===== src/rtl/clk_en_pkg.sv =====
package clk_en_pkg;

   // Main bus code: 0..7 -> 1, 8..11 -> 2..16, 12..15 -> 64..512 (32 skipped)
   function automatic int unsigned main_ratio(input int unsigned code);
      if (code < 8)
         return 1;
      else if (code < 12)
         return 32'd1 << (code - 7);
      else
         return 32'd1 << (code - 6);
   endfunction

   // Peripheral bus code: 0..3 -> 1, 4..7 -> 2,4,8,16
   function automatic int unsigned bus_ratio(input int unsigned code);
      if (code < 4)
         return 1;
      else
         return 32'd1 << (code - 3);
   endfunction

   // ADC code: six ratios, unused codes fall to 16
   function automatic int unsigned adc_ratio(input int unsigned code);
      case (code)
         0:       return 2;
         1:       return 4;
         2:       return 6;
         3:       return 8;
         4:       return 12;
         default: return 16;
      endcase
   endfunction

endpackage


===== src/rtl/ce_div.sv =====
module ce_div #(
   parameter int RW        = 4,
   parameter int RST_RATIO = 1
) (
   input  logic          clk,
   input  logic          rst,
   input  logic          parent_en,
   input  logic [RW-1:0] ratio_nxt,
   output logic          strobe
);

   logic [RW-1:0] cnt_q;
   logic [RW-1:0] cur_q;
   logic          wrap;

   assign wrap   = (cnt_q == cur_q - RW'(1));
   assign strobe = parent_en & wrap;

   always_ff @(posedge clk) begin
      if (rst) begin
         cnt_q <= '0;
         cur_q <= RW'(RST_RATIO);
      end else if (parent_en) begin
         if (wrap) begin
            cnt_q <= '0;
            cur_q <= ratio_nxt;
         end else begin
            cnt_q <= cnt_q + RW'(1);
         end
      end
   end

endmodule


===== src/rtl/pb_dom.sv =====
module pb_dom #(
   parameter int RW = 5
) (
   input  logic          clk,
   input  logic          rst,
   input  logic          main_en,
   input  logic [RW-1:0] ratio_nxt,
   output logic          bus_en,
   output logic          tim_en,
   output logic          tim_fast
);

   logic [RW-1:0] cnt_q;
   logic [RW-1:0] cur_q;
   logic          wrap;
   logic [RW-1:0] tim_ratio;

   assign wrap   = (cnt_q == cur_q - RW'(1));
   assign bus_en = main_en & wrap;

   always_ff @(posedge clk) begin
      if (rst) begin
         cnt_q <= '0;
         cur_q <= RW'(1);
      end else if (main_en) begin
         if (wrap) begin
            cnt_q <= '0;
            cur_q <= ratio_nxt;
         end else begin
            cnt_q <= cnt_q + RW'(1);
         end
      end
   end

   // timer follows the applied bus ratio, halved unless it is 1
   assign tim_fast  = (cur_q != RW'(1));
   assign tim_ratio = tim_fast ? (cur_q >> 1) : RW'(1);

   ce_div #(.RW(RW), .RST_RATIO(1)) u_tim (
      .clk       (clk),
      .rst       (rst),
      .parent_en (main_en),
      .ratio_nxt (tim_ratio),
      .strobe    (tim_en)
   );

endmodule


===== src/rtl/clk_en_tree.sv =====
module clk_en_tree
   import clk_en_pkg::*;
#(
   parameter int MAIN_SEL_W  = 4,
   parameter int BUS_SEL_W   = 3,
   parameter int ADC_SEL_W   = 3,
   parameter int MAIN_MAXDIV = 512,
   parameter int BUS_MAXDIV  = 16,
   parameter int ADC_MAXDIV  = 16,
   parameter int TICK_DIV    = 8
) (
   input  logic                  clk,
   input  logic                  rst,
   input  logic [MAIN_SEL_W-1:0] sel_main,
   input  logic [BUS_SEL_W-1:0]  sel_pa,
   input  logic [BUS_SEL_W-1:0]  sel_pb,
   input  logic [ADC_SEL_W-1:0]  sel_adc,
   input  logic                  tick_use_ref,
   output logic                  ce_main,
   output logic                  ce_pa,
   output logic                  ce_pb,
   output logic                  ce_tim_a,
   output logic                  ce_tim_b,
   output logic                  ce_adc,
   output logic                  ce_tick_ref,
   output logic                  ce_tick,
   output logic                  tim_a_fast,
   output logic                  tim_b_fast
);

   localparam int MAIN_RW = $clog2(MAIN_MAXDIV + 1);
   localparam int BUS_RW  = $clog2(BUS_MAXDIV + 1);
   localparam int ADC_RW  = $clog2(ADC_MAXDIV + 1);
   localparam int TICK_RW = $clog2(TICK_DIV + 1);
   localparam int N_BUS   = 2;

   initial begin
      assert (MAIN_MAXDIV >= 512) else $error("MAIN_MAXDIV below largest code");
      assert (BUS_MAXDIV  >= 16)  else $error("BUS_MAXDIV below largest code");
      assert (ADC_MAXDIV  >= 16)  else $error("ADC_MAXDIV below largest code");
      assert (TICK_DIV    >= 1)   else $error("TICK_DIV must be positive");
   end

   logic [MAIN_RW-1:0]  main_nxt;
   logic [BUS_SEL_W-1:0] bus_sel [N_BUS];
   logic [N_BUS-1:0]    bus_en;
   logic [N_BUS-1:0]    tim_en;
   logic [N_BUS-1:0]    tim_fast;

   assign main_nxt = MAIN_RW'(main_ratio(32'(sel_main)));

   ce_div #(.RW(MAIN_RW), .RST_RATIO(1)) u_main (
      .clk       (clk),
      .rst       (rst),
      .parent_en (1'b1),
      .ratio_nxt (main_nxt),
      .strobe    (ce_main)
   );

   assign bus_sel[0] = sel_pa;
   assign bus_sel[1] = sel_pb;

   for (genvar g = 0; g < N_BUS; g++) begin : g_bus
      logic [BUS_RW-1:0] nxt;
      assign nxt = BUS_RW'(bus_ratio(32'(bus_sel[g])));
      pb_dom #(.RW(BUS_RW)) u_dom (
         .clk       (clk),
         .rst       (rst),
         .main_en   (ce_main),
         .ratio_nxt (nxt),
         .bus_en    (bus_en[g]),
         .tim_en    (tim_en[g]),
         .tim_fast  (tim_fast[g])
      );
   end

   assign ce_pa      = bus_en[0];
   assign ce_pb      = bus_en[1];
   assign ce_tim_a   = tim_en[0];
   assign ce_tim_b   = tim_en[1];
   assign tim_a_fast = tim_fast[0];
   assign tim_b_fast = tim_fast[1];

   logic [ADC_RW-1:0] adc_nxt;
   assign adc_nxt = ADC_RW'(adc_ratio(32'(sel_adc)));

   ce_div #(.RW(ADC_RW), .RST_RATIO(2)) u_adc (
      .clk       (clk),
      .rst       (rst),
      .parent_en (ce_pb),
      .ratio_nxt (adc_nxt),
      .strobe    (ce_adc)
   );

   if (TICK_DIV == 1) begin : g_tick_pass
      assign ce_tick_ref = ce_main;
   end else begin : g_tick_div
      ce_div #(.RW(TICK_RW), .RST_RATIO(TICK_DIV)) u_tick (
         .clk       (clk),
         .rst       (rst),
         .parent_en (ce_main),
         .ratio_nxt (TICK_RW'(TICK_DIV)),
         .strobe    (ce_tick_ref)
      );
   end

   assign ce_tick = tick_use_ref ? ce_tick_ref : ce_main;

endmodule


===== config.mk =====
export PLATFORM = sky130hd
export DESIGN_NAME = clk_en_tree
export DESIGN_NICKNAME = d
export VERILOG_FILES = /design/src/rtl/clk_en_pkg.sv /design/src/rtl/ce_div.sv /design/src/rtl/pb_dom.sv /design/src/rtl/clk_en_tree.sv
export SDC_FILE = /design/constraint.sdc
export NUM_CORES = 1
export LEC_CHECK = 0
export BUFFER_PORTS_ARGS = -buffer_cell sky130_fd_sc_hd__buf_2
export CAP_MARGIN = 10
export CORE_MARGIN = 4
export CORE_UTILIZATION = 35
export DETAILED_ROUTE_END_ITERATION = 12
export PLACE_DENSITY = 0.55
export SYNTH_ARGS = -nofsm -noshare
export SYNTH_HDL_FRONTEND = slang
export SYNTH_SLANG_ARGS = --single-unit

===== constraint.sdc =====
create_clock -name clk -period 5.5 [get_ports clk]
set_input_delay 0.55 -clock clk [delete_from_list [all_inputs] [get_ports clk]]
set_output_delay 0.55 -clock clk [all_outputs]
set_load 0.02 [all_outputs]

==> metrics.yaml, run 1 <==
drt:
  avgViaCountPerCell: 5.28
  drc: 0
  drt-total-wl_um: 9460
  wl_per_cell_um: 13.8
  dr_total_vias: 3619
  drtIter0Drc: 227
  drt_first_pass_iters: 4
  antenna_left: 0
setup_path:
  crit_path_top_delay_cell: "or4b_1"
  cp.required_ps: 4950
  critical_path.top_delay_family: "simple AND/OR/NAND/NOR gates"
  arrival_ps: 3250
  reg2reg_depth: 10
  critPathMaxStageDelay_ps: 490
  crit_path_max_fanout: 30
  path_depth: 10
  worstPathCellList: "inv_1 -> ha_1 -> and2_1 -> or4b_1 -> a211oi_4 -> nand3_2 -> inv_2 -> nand2_1 -> inv_1 -> buf_2"
  critPathMostFrequentCell: "inv_1"
  criticalPathCategory: "reg -> out"
  end_kind: "output port"
  path_buf_inv: 4
  crit_path_start_kind: "flip-flop"
synth:
  synth_cell_types: 60
  yosysTopAreaCell: "dfxtp_1"
  synth_warnings: 0
  async_flop_share_pct: 0
  ys_seq_elements: 71
  syn-instance-count: 522
  netlist.area_leader.share_pct: 33.6
  synth_area_per_cell_um2: 8.11
  synth.net_count: 558
  netlist_top_cells_area: "dfxtp_1 (34%), xnor2_1 (6.6%), ha_1 (5.9%)"
  seq_area_frac_synth_pct: 33.6
  ys.flop_type: "dfxtp_1"
  syn-cell-area_mm2: 0.00424
  synth_edf_count: 0
die:
  rows: 39
  coreArea_mm2: 0.0116
  io_pins: 26
  dieArea_mm2: 0.0139
  initial_core_util_pct: 36.5
  die_y_um: 118
  fp.dieW_um: 118
timing:
  worstMarginPinSlew_ps: 1060
  rsz0062_at_grt: "no"
  setup_viol: 0
  fmax_mhz: 263
  slew_headroom_pct: 28.9
  finalMaxSlewViolations: 0
  finClkSkew_ps: 6.25
  finalCriticalPeriod_ps: 3800
  hold_violations: 0
  fin_tns_setup_ps: 0
  fin_crit_sh_pct: 69.1
global_routing:
  track_usage_pct: 13.9
  grt.busiest_layer: "met2"
  grt_pass1_vias: 3445
  antenna_found_initial: 0
  use_met3_pct: 2.31
  grt_max_degree: 66
  gr-usage-met1_pct: 18.0
  met2_usage_pct: 22.4
  grt.overflow.total: 0
  grt_pass1_wl_um: 16200
hold_path:
  hold_depth: 2
  worstHoldPathType: "reg -> reg"
clock_network:
  clock_sinks: 71
  cts.path.max_buffers: 2
  h-tree-depth: 3
  cts_tree: "done"
  cts-root-buf: "clkbuf_16"
  postCtsHoldBufs: 0
  clk_latency_ps: 330
  cts_inserted_buffers: 9
  postCtsSetupBuffers: 0
  clkSlewWorstSetupHoldPaths_ps: 60
  post_cts_resized: 0
placed_design:
  dpl.hpwl_um: 6440
  gp_congestion: 0.860
  port_buffers: 25
finish:
  syn_to_final_growth_pct: 12.8
  num_antenna_cells: 0
  layout.nets: 573
  final_util_pct: 41.1
  drive_above_1_share_pct: 9.59
pwr:
  power.leakage_nw: 1.72
  ir_drop_uv: 300
  powerDensity_mw_per_mm2: 544
run_status:
  outcome: "finished, final reports clean"
job:
  cap_violations: 0
-- synth_stat cells (7+ instances only) --
| cell type | number |
|---|---|
| o21ai_0 | 28 |
| ha_1 | 20 |
| nand2_1 | 56 |
| nand4_1 | 10 |
| nor3b_1 | 9 |
| dfxtp_1 | 71 |
| xor2_1 | 17 |
| nand2b_1 | 7 |
| or3_1 | 12 |
| nor2_1 | 32 |
| nand3_1 | 27 |
| mux2i_1 | 9 |
| nor3_1 | 25 |
| nand3b_1 | 7 |
| clkbuf_1 | 14 |
| a21oi_1 | 42 |
| inv_1 | 21 |
| xnor2_1 | 32 |
-- layout by cell type, fill, tap and decap left out, types with 5 or more instances in the layout --
master	n
or3_1	12
and3_1	5
dfxtp_1	71
mux2i_1	9
nand2b_1	7
nand3_1	26
xnor2_1	32
a21oi_1	42
xor2_1	17
ha_1	20
or4_1	6
nand2_1	56
nor3b_1	9
nand3b_1	7
buf_2	25
inv_1	21
nand4_1	10
nor3_1	25
o21ai_0	28
nor2_1	32
clkbuf_16	9
-- sequential cells by signal, summed over array words and instances, names as in the netlist --
signal and flops:
u_adc.cnt_q 5, g_bus.u_dom.u_tim.cnt_q 10, u_adc.cur_q 4, g_tick_div.u_tick.cnt_q 4, g_bus.u_dom.cnt_q 10, u_main.cur_q 10, g_bus.u_dom.cur_q 10, u_main.cnt_q 10
g_bus.u_dom.u_tim.cur_q 8
-- path summary, 6_finish.rpt --
check,end,start,slack [ps]
worst max-delay path,ce_pa,u_main.cur_q[0]$_SDFFE_PP1N_,1700
worst max register to register,g_bus[0].u_dom.cur_q[2]$_SDFFE_PP0P_,u_main.cur_q[0]$_SDFFE_PP1N_,2490
worst min register to register,u_main.cur_q[9]$_SDFFE_PP0N_,u_main.cur_q[9]$_SDFFE_PP0N_,470
worst min-delay path,u_main.cur_q[9]$_SDFFE_PP0N_,u_main.cur_q[9]$_SDFFE_PP0N_,470
-- kinds of logic after synthesis --
group | synth area share (%)
fa+ha+maj | 5.91
compound gates | 16.1
mux | 2.39
flops | 33.6
xor+xnor | 10.1
buf+inv | 4.70
simple gates | 27.2
-- final cells by class --
cell class,count,area [µm²]
repair buffers,27,140
clock buffers,13,260
clock inverters,3,65.1
multi-input cells,404,2620
inverters,24,90.1
well taps,143,179
flip-flops and latches,71,1420
fillers,1205,6840
-- metal layers --
metal  wire, µm  up-vias
met3        272       15
met5          0        -
li1           -     1904
met2       4170       54
met4        207        0
met1       4820     1646
-- metrics by stage --
| step | cell area, µm² | worst slack [ps] | hold WS (ps) | total power [mW] | cells |
|---|---|---|---|---|---|
| floorplan | 4240 | 2440 | 444 | 1.71 | 522 |
| global placement | 4450 | 2170 | 457 | 1.96 | 669 |
| detailed placement | 4450 | 2060 | 465 | 1.99 | 669 |
| CTS | 4780 | 1660 | 480 | 2.63 | 685 |
| global route | 4780 | 1430 | 500 | 2.81 | 685 |
| finish | 4780 | 1700 | 474 | 2.60 | 685 |
-- power breakdown --
part / switching [mW] / internal, mW
Combinational: 0.909 / 0.411
Clock: 0.215 / 0.421
Sequential: 0.0726 / 0.571
Total: 1.20 / 1.40
-- worst min-delay path, stage by stage, from the launching register on --
cell     delay (ps)
dfxtp_1         320
nand2_1          50
a21oi_1          50
Note: power is estimated with default switching activity, not from simulation.
==> run 2: changes to the inputs <==
- clock period: 5.5 -> 4 ns (I/O delays scaled with it)
==> run 2 against run 1 <==
Net effect: clock skew about the same; final area about the same; power increased by 37%; non-clock buffer count increased by 3; global-route usage decreased by 0.19 points; hold slack got worse by 88 ps; critical path type unchanged; highest routed layer unchanged.
==> metrics.yaml, run 2 (synthesis results as in run 1) <==
die:
  die_y_um: 118  # unchanged
  dieArea_mm2: 0.0139  # unchanged
  coreArea_mm2: 0.0116  # unchanged
  fp.dieW_um: 118  # unchanged
  io_pins: 26  # unchanged
  initial_core_util_pct: 36.5  # unchanged
  rows: 39  # unchanged
clock_network:
  postCtsSetupBuffers: 0  # unchanged
  cts-root-buf: "clkbuf_16"  # unchanged
  cts_tree: "done"  # unchanged
  clkSlewWorstSetupHoldPaths_ps: 60  # about the same
  postCtsHoldBufs: 0  # unchanged
  post_cts_resized: 0  # unchanged
  cts_inserted_buffers: 9  # unchanged
  h-tree-depth: 3  # unchanged
  cts.path.max_buffers: 2  # unchanged
  clk_latency_ps: 330  # about the same
  clock_sinks: 71  # unchanged
pwr:
  ir_drop_uv: 464  # was 300 µV
  pwr-share-seq_pct: 24.8  # about the same
  power.leakage_nw: 1.72  # about the same
  internal_power_mw: 1.89  # was 1.40 mW
  netSwitchingFraction_pct: 46.7  # was 46.0%
  powerDensity_mw_per_mm2: 745  # was 544 mW/mm²
  p_comb_share_pct: 52.8  # was 50.7%
  p_switching_mw: 1.66  # was 1.20 mW
  p_clk_share_pct: 22.4  # was 24.5%
setup_path:
  critPathMostFrequentCell: "inv_1"  # unchanged
  cp.required_ps: 3600  # was 4950 ps
  criticalPathCategory: "reg -> out"  # unchanged
  regToRegSetupSlack_ps: 1100  # was 2490 ps
  path_buf_inv: 4  # unchanged
  end_kind: "output port"  # unchanged
  critPathMaxStageDelay_ps: 490  # about the same
  arrival_ps: 2930  # was 3250 ps
  crit_path_max_fanout: 15  # was 30
  critical_path.top_delay_family: "simple AND/OR/NAND/NOR gates"  # unchanged
  worstPathCellList: "inv_1 -> ha_1 -> and2_1 -> or4b_1 -> a211oi_4 -> nand3_2 -> inv_2 -> nand2_1 -> inv_1 -> buf_2"  # unchanged
  crit_path_top_delay_cell: "or4b_1"  # unchanged
  crit_path_start_kind: "flip-flop"  # unchanged
drt:
  drt_first_pass_iters: 4  # unchanged
  avgViaCountPerCell: 5.32  # was 5.28
  drt-total-wl_um: 9460  # about the same
  drtIter0Drc: 225  # was 227
  antenna_left: 0  # unchanged
  drc: 0  # unchanged
  dr_total_vias: 3660  # was 3619
  wl_per_cell_um: 13.8  # about the same
timing:
  setup_viol: 0  # unchanged
  fin_tns_setup_ps: 0  # unchanged
  hold_violations: 0  # unchanged
  rsz0062_at_grt: "no"  # unchanged
  fmax_mhz: 300
  fin_crit_sh_pct: 83.2
  finalMaxSlewViolations: 0  # unchanged
  slew_headroom_pct: 48.0  # was 28.9%
  finalCriticalPeriod_ps: 3330
  finClkSkew_ps: 5.98  # was 6.25 ps
  worstMarginPinSlew_ps: 779  # was 1060 ps
finish:
  layout_commonest_cell: "dfxtp_1"  # unchanged
  drive_above_1_share_pct: 10.5  # was 9.59%
  final_area_mm2: 0.00477  # was 0.00478 mm²
  layout.nets: 576  # was 573
  syn_to_final_growth_pct: 12.7  # was 12.8%
  final_cell_mix: "dfxtp_1 (71), nand2_1 (56), a21oi_1 (42)"  # unchanged
  num_antenna_cells: 0  # unchanged
hold_path:
  worstHoldPathType: "in -> reg"  # was reg -> reg
global_routing:
  grt.overflow.total: 0  # unchanged
  grt_pass1_wl_um: 16300  # was 16200 µm
  grt_pass1_vias: 3514  # was 3445
  track_usage_pct: 13.7  # was 13.9%
  antenna_found_initial: 0  # unchanged
  grt_max_degree: 65  # was 66
placed_design:
  gp_congestion: 0.834  # was 0.860
  place_area_mm2: 0.00447  # was 0.00445 mm²
  port_buffers: 25  # unchanged
  dpl.hpwl_um: 6600  # was 6440 µm
job:
  cap_violations: 0  # unchanged
run_status:
  outcome: "finished, final reports clean"  # unchanged
## run 2: path summary, 6_finish.rpt
kind,from,to,depth (start not counted)
max reg2reg,u_main.cur_q[0]$_SDFFE_PP1N_,g_bus[0].u_dom.cnt_q[3]$_SDFFE_PP0N_,9
min reg2reg,g_bus[1].u_dom.cur_q[1]$_SDFFE_PP0P_,g_bus[1].u_dom.cur_q[1]$_SDFFE_PP0P_,2
max,u_main.cur_q[0]$_SDFFE_PP1N_,ce_pa,10
min,sel_pb[2],g_bus[1].u_dom.cur_q[3]$_SDFFE_PP0P_,3
## run 2: per-stage QoR
stage / util [%] / total power, mW / worst slack, ps / hold slack [ps] / std cells
3_3_place_gp: 38.5 / 2.76 / 1050 / 458 / 672
3_5_place_dp: 38.5 / 2.79 / 991 / 469 / 672
4_1_cts: 41.1 / 3.60 / 641 / 376 / 688
5_1_grt: 41.1 / 3.83 / 479 / 393 / 688
6_report: 41.1 / 3.55 / 670 / 385 / 688
2_1_floorplan: - / 2.36 / 1090 / 444 / 522
## run 2: routing by layer
layer	part of all wire (%)	track usage, %	vias up	routed length [µm]
met5	0	0	-	0
met4	1.0	3.30	0	97
met3	2.8	2.98	8	265
met2	47	23.4	41	4490
met1	49	17.6	1710	4610
li1	-	-	1901	-
## run 2: layout make-up
class	instances	area, µm²
Clock buffer	10	239
Clock inverter	6	60.1
Fill cell	1184	6840
Inverter	24	90.1
Multi-Input combinational cell	404	2620
Sequential cell	71	1420
Tap cell	143	179
Timing Repair Buffer	30	163
## run 2: worst register-to-register path, stage by stage, from the launching register on
cell and delay [ps]:
dfxtp_1 350, inv_1 70, ha_1 230, and2_1 160, or4b_1 490, a211oi_4 360
nand3_2 130, buf_4 300, or4_1 580, a21oi_1 150
## run 2: power by group through the flow
stage	sequential (mW)	combinational [mW]	clock, mW
finish	0.881	1.87	0.797
global route	0.896	2.09	0.845
CTS	0.883	1.90	0.817
detailed placement	0.898	1.89	0
floorplan	0.871	1.48	0
global placement	0.896	1.86	0
